<file path="src/rtl/bo_pkg.sv">
package bo_pkg;
  typedef enum logic [1:0] {
    SZ_16  = 2'd0,
    SZ_32  = 2'd1,
    SZ_64  = 2'd2,
    SZ_BAD = 2'd3
  } size_e;

  localparam int N_SIZES = 3;
endpackage

</file>
<file path="src/rtl/bo_size_decode.sv">
module bo_size_decode
  import bo_pkg::*;
#(
  parameter int IMM_W = 32
) (
  input  logic [IMM_W-1:0] imm,
  output size_e            size
);
  always_comb begin
    if (imm == IMM_W'(16))      size = SZ_16;
    else if (imm == IMM_W'(32)) size = SZ_32;
    else if (imm == IMM_W'(64)) size = SZ_64;
    else                        size = SZ_BAD;
  end
endmodule

</file>
<file path="src/rtl/bo_lane_reverse.sv">
module bo_lane_reverse #(
  parameter int NBYTES = 2,
  parameter int DATA_W = 64
) (
  input  logic [8*NBYTES-1:0] din,
  output logic [DATA_W-1:0]   rev,
  output logic [DATA_W-1:0]   trunc
);
  localparam int LANE_W = 8 * NBYTES;

  logic [LANE_W-1:0] swapped;

  // byte k of the output takes byte NBYTES-1-k of the input
  for (genvar k = 0; k < NBYTES; k++) begin : g_lane
    assign swapped[8*k +: 8] = din[8*(NBYTES-1-k) +: 8];
  end

  if (LANE_W < DATA_W) begin : g_pad
    assign rev   = {{(DATA_W-LANE_W){1'b0}}, swapped};
    assign trunc = {{(DATA_W-LANE_W){1'b0}}, din};
  end else begin : g_full
    assign rev   = swapped;
    assign trunc = din;
  end
endmodule

</file>
<file path="src/rtl/bo_result_mux.sv">
module bo_result_mux
  import bo_pkg::*;
#(
  parameter int DATA_W          = 64,
  parameter bit HOST_BIG_ENDIAN = 1'b0
) (
  input  size_e             size,
  input  logic              dir_be,
  input  logic              cls64,
  input  logic [DATA_W-1:0] rev   [N_SIZES],
  input  logic [DATA_W-1:0] trunc [N_SIZES],
  output logic [DATA_W-1:0] result,
  output logic              illegal
);
  logic swap;

  always_comb begin
    // wide class always swaps; narrow class swaps only when orders differ
    swap    = cls64 | (dir_be != HOST_BIG_ENDIAN);
    illegal = (size == SZ_BAD) | (cls64 & dir_be);
    result  = '0;
    if (!illegal) begin
      unique case (size)
        SZ_16:   result = swap ? rev[0] : trunc[0];
        SZ_32:   result = swap ? rev[1] : trunc[1];
        SZ_64:   result = swap ? rev[2] : trunc[2];
        default: result = '0;
      endcase
    end
  end
endmodule

</file>
<file path="src/rtl/byteorder_conv.sv">
module byteorder_conv
  import bo_pkg::*;
#(
  parameter int DATA_W          = 64,
  parameter int IMM_W           = 32,
  parameter bit HOST_BIG_ENDIAN = 1'b0
) (
  input  logic              clk,
  input  logic              rst,
  input  logic              in_valid,
  input  logic [DATA_W-1:0] in_data,
  input  logic              dir_be,
  input  logic              cls64,
  input  logic [IMM_W-1:0]  imm,
  output logic              out_valid,
  output logic [DATA_W-1:0] out_data,
  output logic              out_illegal
);
  size_e             size;
  logic [DATA_W-1:0] rev_w   [N_SIZES];
  logic [DATA_W-1:0] trunc_w [N_SIZES];
  logic [DATA_W-1:0] result;
  logic              illegal;

  bo_size_decode #(.IMM_W(IMM_W)) u_dec (
    .imm  (imm),
    .size (size)
  );

  // one reverser per legal width: 2, 4 and 8 bytes
  for (genvar s = 0; s < N_SIZES; s++) begin : g_size
    localparam int NB = 2 << s;
    bo_lane_reverse #(.NBYTES(NB), .DATA_W(DATA_W)) u_rev (
      .din   (in_data[8*NB-1:0]),
      .rev   (rev_w[s]),
      .trunc (trunc_w[s])
    );
  end

  bo_result_mux #(.DATA_W(DATA_W), .HOST_BIG_ENDIAN(HOST_BIG_ENDIAN)) u_mux (
    .size    (size),
    .dir_be  (dir_be),
    .cls64   (cls64),
    .rev     (rev_w),
    .trunc   (trunc_w),
    .result  (result),
    .illegal (illegal)
  );

  always_ff @(posedge clk) begin
    if (rst) begin
      out_valid   <= 1'b0;
      out_data    <= '0;
      out_illegal <= 1'b0;
    end else begin
      out_valid <= in_valid;
      if (in_valid) begin
        out_data    <= result;
        out_illegal <= illegal;
      end
    end
  end
endmodule

</file>
<file path="config.mk">
export PLATFORM = sky130hd
export DESIGN_NAME = byteorder_conv
export DESIGN_NICKNAME = d
export VERILOG_FILES = /design/src/rtl/bo_pkg.sv /design/src/rtl/bo_size_decode.sv /design/src/rtl/bo_lane_reverse.sv /design/src/rtl/bo_result_mux.sv /design/src/rtl/byteorder_conv.sv
export SDC_FILE = /design/constraint.sdc
export NUM_CORES = 1
export LEC_CHECK = 0
export CORE_UTILIZATION = 50
export CTS_CLUSTER_SIZE = 28
export DETAILED_ROUTE_END_ITERATION = 10
export DONT_BUFFER_PORTS = 1
export PLACE_DENSITY = 0.68
export SLEW_MARGIN = 25
export SYNTH_ARGS = -nofsm -noshare
export SYNTH_HDL_FRONTEND = slang
export SYNTH_SLANG_ARGS = --single-unit
</file>
<file path="constraint.sdc">
create_clock -name clk -period 3.14 [get_ports clk]
set_input_delay 0.785 -clock clk [delete_from_list [all_inputs] [get_ports clk]]
set_output_delay 0.785 -clock clk [all_outputs]
set_load 0.02 [all_outputs]
</file>
* After elaboration in Yosys (flattened, before gate mapping)
Cells that the tools add are included.
** Storage, ports and cells
- Register bits after elaboration :: 66
- Input bits :: 101
- Output and inout bits :: 66
- Word-level logic and storage cells :: 21
** Cells by class
- Equality and inequality tests :: 6
- Muxes and demuxes :: 8
- Bitwise operators :: 3
- Reductions and logical operators :: 1
** Operators with widths (number)
- 64-bit one-hot mux with 3 select lines :: 1
- 64-bit 2-to-1 mux :: 2
- 32-bit by 5-bit == test with 1-bit output, second input constant :: 1
- 32-bit by 6-bit == test with 1-bit output, second input constant :: 1
- 32-bit by 7-bit == test with 1-bit output, second input constant :: 1
- 32-bit 2-to-1 mux :: 1
- 16-bit 2-to-1 mux :: 1
- 2-bit == test, second input constant :: 2
- 2-bit 2-to-1 mux :: 2
- 2-bit by 1-bit == test with 1-bit output, second input constant :: 1
- 2-bit logical NOT :: 1
- 1-bit OR :: 2
- 1-bit AND :: 1
- 1-bit 2-to-1 mux :: 1

* Longest topological paths before layout
Gate-level depths: netlist (run 1).
- Depth in word-level cells :: 7
- Mapped depth :: 7
- Mapped depth without buffers :: 4

* Hierarchy
A second synthesis (run 1) with hierarchy kept.
** Second synthesis, totals
- Cells, all modules :: 1138
- Area total of the unflattened synthesis :: 9202.6 um2
** By module, submodules not included
- bo_result_mux :: times used 1, cells an instance 524, area an instance 3836.2 um2, seq. area each 0.0 um2
- byteorder_conv :: times used 1, cells an instance 212, area an instance 2377.3 um2, seq. area each 1321.3 um2
- bo_lane_reverse at g_size[0].u_rev ... :: times used 2, cells an instance 129, area an instance 964.7 um2, seq. area each 0.0 um2
- bo_lane_reverse at g_size[2].u_rev :: times used 1, cells an instance 128, area an instance 960.9 um2, seq. area each 0.0 um2
- bo_size_decode :: times used 1, cells an instance 16, area an instance 98.8 um2, seq. area each 0.0 um2

* Least setup slack after synthesis (run 1)
Ideal clock, no wire load.
- Kind :: input port to flip-flop
- Start :: input imm[5]
- End :: register out_data[22]
- Library setup time :: 122 ps
- Arrival time :: 1964 ps
- Required time :: 3018 ps
- Setup slack :: 1054 ps
- Cell stages on the path :: 7
- Path buffers :: 3
- Cells stage by stage :: buf_6 -> xor2_1 -> o211a_1 -> and4_1 -> buf_6 -> buf_6 -> a221o_1
** Between the ends
- Cells in the longest elaborated chain, start to end :: 7
- Elaborated cells on any way between the ends :: 13
- Classes of those cells :: eq/ne: 6; mux: 5; bitwise: 1; reduce/logical: 1
** RTL lines
- from (decl) :: RTL line byteorder_conv.sv:14 : input logic [IMM_W-1:0] imm,
- 32-bit by 7-bit == test with 1-bit output :: RTL line bo_size_decode.sv:12 : else if (imm == IMM_W'(64)) size = SZ_64;
- 1-bit 2-to-1 mux :: RTL line bo_size_decode.sv:12
- 2-bit 2-to-1 mux :: RTL line bo_size_decode.sv:11 : else if (imm == IMM_W'(32)) size = SZ_32;
- 2-bit 2-to-1 mux * :: RTL line bo_size_decode.sv:10 : if (imm == IMM_W'(16)) size = SZ_16;
- 2-bit == test (tied with other cells) :: RTL line bo_result_mux.sv:23 : unique case (size)
- 64-bit one-hot mux with 3 select lines / 1-bit OR (equally long branches) :: RTL line bo_result_mux.sv:23, bo_result_mux.sv:20
- 64-bit 2-to-1 mux * :: RTL line bo_result_mux.sv:22 : if (!illegal) begin
- to (signal assigned) :: RTL line byteorder_conv.sv:58 : out_data <= result;
- to (decl) :: RTL line byteorder_conv.sv:16 : output logic [DATA_W-1:0] out_data,
Every way passes the cells marked *; elsewhere a longest branch is shown, timed or not.
A chain may end at the register's enable or synchronous reset.

* Final worst setup path (run 1)
- Start :: input imm[24]
- End :: register out_data[19]
Same word-level chain as after synthesis.

==> flow_summary.ini, run 1 <==
[synthesis]
async_flop_share = 0
ys.warnings.count = 0
synth-edff-count = 0
synthMuxAreaShare = 0.08608
postSynthCellCount = 409
synth-simple-area-share = 0.2233
synth.distinct_cells = 42
mappedNetlistArea_um2 = 3721
avgSynthCellArea_um2 = 9.098
synth-adder-area-share = 0
synthFlopType = dfxtp_1
synth-xor-area-share = 0.004707
syn_nets = 510
synth_compound_area_frac = 0.2707
synth_top_family_by_area = compound AO/OA/AOI/OAI gates
ys_seq_area_frac = 0.3551
synth-seq-cells = 66

[timing]
slew_headroom = 0.5219
tightest_slew_ns = 0.7154
post-route-period-util = 0.6272
fin_worst_skew_ns = 0
tns_ns = 0
achievable-frequency_mhz = 507.8
whs_ns = 0.5005
drv_slew = 0
grt_setup_unrepaired = false
setup_viol = 0
finalHoldViolCount = 0
min_period_ns = 1.969

[critical_path]
regToRegEndpoint = out_data[19]
path_class = input port to flip-flop
crit_chain = nor4_4 -> and4_1 -> and4_1 -> a221o_2
cp_max_fo = 16
slowest_stage = and4_1
crit_start = imm[24]
rrSetupSlack_ns = 2.18
reg2reg_depth = 2
r2r-start = out_data[19]
worstPathRequired_ns = 3.43
worst_ep_arrival_time_ns = 2.26
slowest_delay_ns = 0.63
endpoint = out_data[19]
start_kind = input port
cp-end-kind = flip-flop
cp_common_cell = and4_1

[clock_tree]
clkLatencyLatePin_ns = 0.35
tritoncts = built
post_cts_buffers = 0
clock-sinks = 66
max-clock-path-buffers = 2
cts_buffers = 9
htreeDepth = 3
clk_pin_slew_ns = 0.07
cts_hold_buf = 0
cts_root_buf = clkbuf_8
cts_resized = 0

[drt]
ant_nets = 0
wire_per_inst_um = 23.25
drc = 0
via_per_inst = 6.659
firstDrtPassIters = 4
wirelength_mm = 11.51
first_iter_violations = 250
vias = 3296

[power]
vdd_drop_max_v = 0.0001809
power_mw = 1.718
p_per_area_nw_per_um2 = 436.8
p_leak_nw = 1.297

[placed_design]
numPortBuffers = 0
hpwl_mm = 8.177
place_congestion = 0.8127

[worst_hold_path]
hold_path_class = input port to flip-flop

[die]
die_w_um = 88.27
coreArea_um2 = 7214
start_util = 0.5158
die_area_um2 = 7791
ioPinCount = 167
rows = 31
die_h_um = 88.27

[grt]
grt_pass1_wl_mm = 16.82
grt_max_degree = 42
track_usage = 0.2957
grt_antenna_before_repair = 0
gr-total-overflow = 0
grt_pass1_vias = 3151

[layout]
final_core_util = 0.5453
drive_above_1_share = 0.09848
antenna_cells = 0
final_common_cell = dfxtp_1
final_nets = 492
area_delta_synth_final_pct = 5.716
mostFrequentLayoutCells = dfxtp_1 (66), nand2_1 (50), o31ai_1 (33)

[run]
max_cap_violations = 0

[status]
status = finished, final reports clean
==> worst min path at each step <==
stage / depth (start not counted) / startpoint / end
floorplan: 2 / out_data[12] / out_data[12]
global placement: 2 / out_data[8] / out_data[8]
detailed placement: 2 / out_data[8] / out_data[8]
CTS: 1 / rst / out_valid
global route: 1 / rst / out_valid
finish: 1 / rst / out_valid
==> sequential cells by signal, summed over array words and instances, names as in the netlist <==
signal and count:
out_data 64, out_illegal 1, out_valid 1
==> per-stage QoR <==
step	worst slack [ns]	std cells	instance area, um2
after global placement	0.8580	479	3747
final	1.171	495	3934
after detailed placement	0.8068	479	3747
after CTS	1.179	495	3934
after global routing	1.075	495	3934
after floorplan	1.054	409	3721
==> cells in the mapped netlist (11+ instances only) <==
cell,instances,area (um2)
a21oi_1,15,75.07
a221o_1,12,120.1
a22o_1,16,140.1
and2_1,16,100.1
clkbuf_1,19,71.32
dfxtp_1,66,1321
mux2i_1,32,320.3
nand2_1,50,187.7
nand3b_1,31,232.7
o21a_1,15,112.6
o21ai_0,11,55.05
o31ai_1,33,247.7
o32ai_1,15,131.4
==> critical path, delay by kind of cell <==
kind,cells,cell delay (ns)
simple gates,3,1.22
compound gates,1,0.26
==> per-layer routing <==
metal	vias up	share of wire	track usage
li1	1525	-	-
met1	1551	0.39	0.3548
met2	196	0.47	0.4706
met3	24	0.11	0.1054
met4	0	0.027	0.1437
met5	-	0	0
==> final cells by class <==
cell class              instances  area, um2
flip-flops and latches         66       1321
well taps                      99      123.9
repair buffers                 11      107.6
clock buffers                  11      131.4
fillers                       693       3281
multi-input cells             302       2191
clock inverters                 5      55.05
inverters                       1      3.754
==> report_power, final <==
part	switching (mW)	internal [mW]	total (mW)	leakage [nW]
Clock	0.343	0.365	0.707	0.0893
Combinational	0.0884	0.0818	0.170	0.676
Sequential	0.00284	0.838	0.841	0.532
==> cells by family (layout without fill, tap and decap cells) <==
group / after synthesis / in the layout
xor gates and xnor gates: 2 / 2
buffers and inverters: 41 / 28
and+or+nand+nor: 135 / 135
DFF: 66 / 66
muxes: 32 / 32
AOI/OAI and AO/OA: 133 / 133
(Power assumes the default switching activity.)
==> run 2: changes to the inputs <==
ABC_AREA = 1   (was default)
PLACE_DENSITY = 0.71   (was 0.68)
clock period = 1.65 ns   (was 3.14 ns; I/O delays follow)
==> run 2 against run 1 <==
Net effect: count of clock-buffer cells in the layout is 1 lower; design area is 24% higher; non-clock buffer count rose by 31; sequential share of layout area decreased by 6.4 points; highest routed layer unchanged; global-route usage is 3.2 points higher.
==> flow_summary.ini, run 2 <==
[drt]
first_iter_violations = 331
via_per_inst = 5.613
wire_per_inst_um = 17.14
vias = 4709
ant_nets = 0
drc = 0
wirelength_mm = 14.38
firstDrtPassIters = 5

[synthesis]
synth-seq-cells = 66
synth.most_common_cell = nor2_1
mappedNetlistArea_um2 = 4305
synthFlopType = dfxtp_1
synth_top_area_share = 0.3069
synth.distinct_cells = 29
yosys.area.top_type = dfxtp_1
synth_compound_area_frac = 0.1395
postSynthCellCount = 725
ys_seq_area_frac = 0.3069
synth.top_cells.by_count = nor2_1 (205), nand2_1 (121), inv_1 (99), dfxtp_1 (66), o21ai_0 (42)
ys.warnings.count = 0
synth_top_family_by_area = simple AND/OR/NAND/NOR gates
post_synth_main_area_contributors = dfxtp_1 (31%), nor2_1 (18%), nand2_1 (11%), inv_1 (8.6%), o21bai_1 (5.4%)
avgSynthCellArea_um2 = 5.938
synth-xor-area-share = 0
synthMuxAreaShare = 0
syn_nets = 826
synth-simple-area-share = 0.4167
async_flop_share = 0
synth-adder-area-share = 0
synth-edff-count = 0

[clock_tree]
tritoncts = built
clock-sinks = 66
max-clock-path-buffers = 2
cts_resized = 0
post_cts_buffers = 0
htreeDepth = 3
clk_pin_slew_ns = 0.08
cts_root_buf = clkbuf_8
clkLatencyLatePin_ns = 0.35
cts_buffers = 9
cts_hold_buf = 0

[grt]
track_usage = 0.3273
grt_max_degree = 52
grt_pass1_wl_mm = 22.04
grt_antenna_before_repair = 0
gr-total-overflow = 0
grt_pass1_vias = 4497

[placed_design]
post-place-cells = 823
place_congestion = 0.9392
place_area_um2 = 4664
place_ws_ns = -0.2230
numPortBuffers = 0
hpwl_mm = 10.96

[timing]
whs_ns = 0.2138
drv_slew = 0
min_period_ns = 1.475
tightest_slew_ns = 0.4456
setup_slack_ns = 0.1751
achievable-frequency_mhz = 678.0
setup_viol = 0
finalHoldViolCount = 0
post-route-period-util = 0.8939
fin_worst_skew_ns = 0
slew_headroom = 0.7018
grt_setup_unrepaired = false

[run]
max_cap_violations = 0

[die]
ioPinCount = 167
die_w_um = 94.80
start_util = 0.5214
coreArea_um2 = 8258
rows = 33
die_h_um = 94.80
die_area_um2 = 8986

[power]
vdd_drop_max_v = 0.0003577
p_per_area_nw_per_um2 = 689.5
power_mw = 3.357
p_leak_nw = 2.005

[critical_path]
rrSetupSlack_ns = 0.82
endpoint = out_data[53]
cp_max_fo = 12
worstPathRequired_ns = 1.96
regToRegEndpoint = out_data[4]
reg2reg_depth = 3
start_kind = input port
crit_start = imm[0]
cp-end-kind = flip-flop
worst_ep_arrival_time_ns = 1.78
path_class = input port to flip-flop
r2r-start = out_data[4]

[layout]
drive_above_1_share = 0.1117
area_delta_synth_final_pct = 13.08
largest_reg_flops = 64
final_area_um2 = 4868
final_common_cell = nor2_1
antenna_cells = 0
fin_cells = 839
final_nets = 830
regMostFlops = out_data
nFillCells = 846
mostFrequentLayoutCells = nor2_1 (203), nand2_1 (121), inv_1 (99)
largestRegisters = out_data: 64 flops, out_illegal: 1 flops, out_valid: 1 flops

[worst_hold_path]
whs_path_depth = 3
hold_path_class = input port to flip-flop

[status]
status = finished, final reports clean
[run 2: changes by cell type in the layout (fill, tap and decap cells not counted), sizes merged, moves of 30 or more]
cell,before,now
inv,1,101
nand3b,31,1
nor2,6,209
mux2i,32,0
o31ai,33,0
nand2,50,124
nand4,1,31
buf,11,42
[run 2: layer usage]
metal | wire (um) | track usage | vias to the layer above | share of wire
li1 | - | - | 2282 | -
met1 | 5503 | 0.3898 | 2137 | 0.38
met2 | 6651 | 0.5288 | 256 | 0.46
met3 | 1799 | 0.1055 | 34 | 0.13
met4 | 425 | 0.1578 | 0 | 0.030
met5 | 0 | 0 | - | 0
[run 2: cell families (layout without fill, tap and decap cells)]
logic type,count (synthesis),in the layout
AND/OR/NAND/NOR,415,415
buffers and inverters,150,159
AO/OA/AOI/OAI,94,94
flip-flops,66,66
[run 2: worst min path at each step]
stage | to | slack, ns | startpoint
after floorplan | out_data[31] | 0.53 | out_data[31]
after global placement | out_data[63] | 0.55 | out_data[63]
after detailed placement | out_data[56] | 0.55 | out_data[56]
after CTS | out_data[17] | 0.21 | in_valid
after global routing | out_data[29] | 0.20 | in_valid
final | out_illegal | 0.21 | rst
[run 2: report_power, final]
part / switching [mW] / internal, mW
logic: 0.227 / 0.112
registers: 0.00560 / 1.59
clock network: 0.680 / 0.738
[run 2: worst max-delay path, stage by stage]
cell and delay (ns):
inv_1 0.03, nand2_1 0.05, nor2_2 0.14, nand2_1 0.07, nor2_1 0.17, nand2_2 0.14
buf_12 0.17, nor4_1 0.30, buf_4 0.18, nand2_1 0.04, nand2_1 0.06
[run 2: layout make-up]
class                   instances  area, um2  share of cell area
flip-flops and latches         66       1321              0.2714
well taps                     105      131.4             0.02699
clock inverters                 6      66.31             0.01362
repair buffers                 42      427.9             0.08790
clock buffers                  10      137.6             0.02827
inverters                     101      379.1             0.07787
multi-input cells             509       2405              0.4940
[run 2: per-stage QoR]
stage	TNS (ns)	utilization
floorplan	0	-
finish	0	0.5895
CTS	0	0.5895
detailed placement	-5.125	0.5648
global placement	-3.355	0.5648
global route	0	0.5895
==> run 3: changes to the inputs <==
SYNTH_HIERARCHICAL = 1   (was default)
==> run 3 against run 2 <==
Net effect: register-to-register slack gained 0.09 ns; largest power group is now clock; final cell count increased to 2.5 times the previous value; sequential share of layout area decreased by 15 points; largest cell class unchanged; critical endpoint is now out_data[43]; fmax down 17%; the flow now finishes with violations (setup timing); via count is 99% higher; power up 47%; sequential power up 14%; synthesized area grew to 2.5 times the previous value; non-clock buffer count up 16; clock skew stayed put.
==> flow_summary.ini, run 3 <==
[grt]
gr-total-overflow = 0
grt_antenna_before_repair = 0
track_usage = 0.2297
use_met1 = 0.2661
grt_max_degree = 132
grt_pass1_wl_mm = 40.10
grt_util_met3 = 0.08043
grt_pass1_vias = 7992
top_usage_layer = met2
grtUsageMet2 = 0.3628

[status]
status = finished with violations
violations = setup timing

[layout]
drive_above_1_share = 0.1194
area_delta_synth_final_pct = -3.265
final_common_cell = nand2_1
final_nets = 1930
regMostFlops = out_data
antenna_cells = 0
largestRegisters = out_data: 64 flops, out_illegal: 1 flops, out_valid: 1 flops
mostFrequentLayoutCells = nand2_1 (577), inv_1 (513), nand3_1 (163)
largest_reg_flops = 64

[critical_path]
cp_max_fo = 9
worstPathRequired_ns = 1.89
worst_ep_arrival_time_ns = 2.03
rrSetupSlack_ns = 0.91
path_class = input port to flip-flop
reg2reg_depth = 2
start_kind = input port
regToRegEndpoint = out_data[51]
r2r-start = out_data[51]
cp-end-kind = flip-flop

[synthesis]
synth_top_area_share = 0.2716
yosys.area.top_type = buf_4
async_flop_share = 0
avgSynthCellArea_um2 = 5.211
synth.distinct_cells = 15
mappedNetlistArea_um2 = 10810
ys.warnings.count = 6
synth-edff-count = 0
synth.most_common_cell = nand2_1
ys_seq_area_frac = 0.1223
synth.top_cells.by_count = nand2_1 (590), inv_1 (517), buf_4 (391), nand3_1 (259), nor2_1 (156)
postSynthCellCount = 2074
post_synth_main_area_contributors = buf_4 (27%), nand2_1 (20%), inv_1 (18%), dfxtp_1 (12%), nand3_1 (12%)
synthFlopType = dfxtp_1
synth-seq-cells = 66

[power]
p_per_area_nw_per_um2 = 471.7
power_mw = 4.931
vdd_drop_max_v = 0.0003221
p_leak_nw = 6.020

[worst_hold_path]
whs_path_depth = 1
min_to = out_valid
hold_path_class = input port to flip-flop
hp-start = rst

[die]
die_w_um = 149.0
die_h_um = 149.0
ioPinCount = 167
start_util = 0.5125
rows = 53
die_area_um2 = 22210
coreArea_um2 = 21090

[drt]
ant_nets = 0
wirelength_mm = 27.68
drc = 0
firstDrtPassIters = 6
wire_per_inst_um = 13.12
first_iter_violations = 925
via_per_inst = 4.454
vias = 9393

[clock_tree]
max-clock-path-buffers = 2
clock-sinks = 66
clkLatencyLatePin_ns = 0.34
cts_buffers = 9
htreeDepth = 3
tritoncts = built
clk_pin_slew_ns = 0.06
cts_root_buf = clkbuf_16

[timing]
setup_slack_ns = -0.1369
finalHoldViolCount = 0
drv_slew = 0
whs_ns = 0.1315
grt_setup_unrepaired = true
fin_worst_skew_ns = 0
post-route-period-util = 1.083
min_period_ns = 1.787
setup_viol = 64
achievable-frequency_mhz = 559.6

[placed_design]
place_congestion = 0.8692
hpwl_mm = 17.65
numPortBuffers = 0

[run]
max_cap_violations = 0
[run 3: cell types whose count changed after synthesis, moves of 31 or more]
| cell | before | now |
|---|---|---|
| nand2_1 | 121 | 590 |
| inv_1 | 99 | 517 |
| buf_4 | 2 | 391 |
| nand3_1 | 19 | 259 |
| buf_2 | 9 | 74 |
| nor2_1 | 205 | 156 |
| o21ai_0 | 42 | 0 |
| clkbuf_1 | 34 | 3 |
| nand4_1 | 31 | 0 |
| o21bai_1 | 31 | 0 |
[run 3: critical path, stage by stage]
cell and delay [ns]:
nor2_4 0.08, nand2_2 0.06, nor2_4 0.13, nand2_2 0.09
nand2_2 0.10, nand3_4 0.11, inv_2 0.12, nor2_4 0.06
buf_12 0.16, clkbuf_16 0.17, nand3_1 0.12, nand3_1 0.10
nand2_1 0.08, inv_1 0.04, inv_1 0.05, nand2_1 0.04
nand2_1 0.05, nor2_1 0.04
[run 3: worst max path at each step]
| stage | from | endpoint |
|---|---|---|
| after CTS | imm[11] | out_data[14] |
| after floorplan | imm[25] | out_data[58] |
| after global routing | imm[4] | out_data[15] |
| after detailed placement | imm[3] | out_data[8] |
| final | imm[15] | out_data[43] |
| after global placement | imm[3] | out_data[8] |
[run 3: stage by stage]
| step | std cells | area (um2) | setup WS (ns) | utilization | TNS, ns |
|---|---|---|---|---|---|
| 2_1_floorplan | 2232 | 11500 | -0.1900 | - | -11.31 |
| 3_3_place_gp | 2069 | 8932 | -0.4826 | 0.4236 | -26.87 |
| 3_5_place_dp | 2069 | 8932 | -0.5072 | 0.4236 | -29.84 |
| 4_1_cts | 2098 | 9691 | -0.08580 | 0.4595 | -1.859 |
| 5_1_grt | 2109 | 10460 | -0.2800 | 0.4958 | -12.16 |
| 6_report | 2109 | 10460 | -0.1369 | 0.4958 | -3.800 |
[run 3: final cells by class]
| type | instances | area [um2] |
|---|---|---|
| Tap cell | 275 | 344.1 |
| Clock buffer | 10 | 239.0 |
| Fill cell | 2113 | 10630 |
| Multi-Input combinational cell | 1173 | 5479 |
| Sequential cell | 66 | 1321 |
| Inverter | 521 | 1961 |
| Timing Repair Buffer | 58 | 1021 |
| Clock inverter | 6 | 90.09 |
[run 3: layer usage]
metal / vias up / share of wire
met4: 0 / 0.056
li1: 4871 / -
met5: - / 0
met3: 107 / 0.11
met1: 3992 / 0.39
met2: 423 / 0.45
[run 3: what timing repair did]
item	4_1_cts	5_1_grt
resized for setup	46	107
endpoints found under the setup margin	64	64
hold buffers	0	0
gates cloned	6	10
buffers inserted	7	2
pin swaps	8	100
[run 3: where the power goes]
group          total [mW]  switching [mW]  internal (mW)
clock network        2.16           0.792           1.37
logic               0.947           0.606          0.341
registers            1.83           0.153           1.67
total                4.93            1.55           3.38
[run 3: kinds of logic after synthesis]
logic type / count (synthesis) / synth area share
and+or+nand+nor: 1012 / 0.3845
buffers and inverters: 993 / 0.4920
DFF: 66 / 0.1223
other: 2 / 0.0006949
AOI/OAI and AO/OA: 1 / 0.0005792
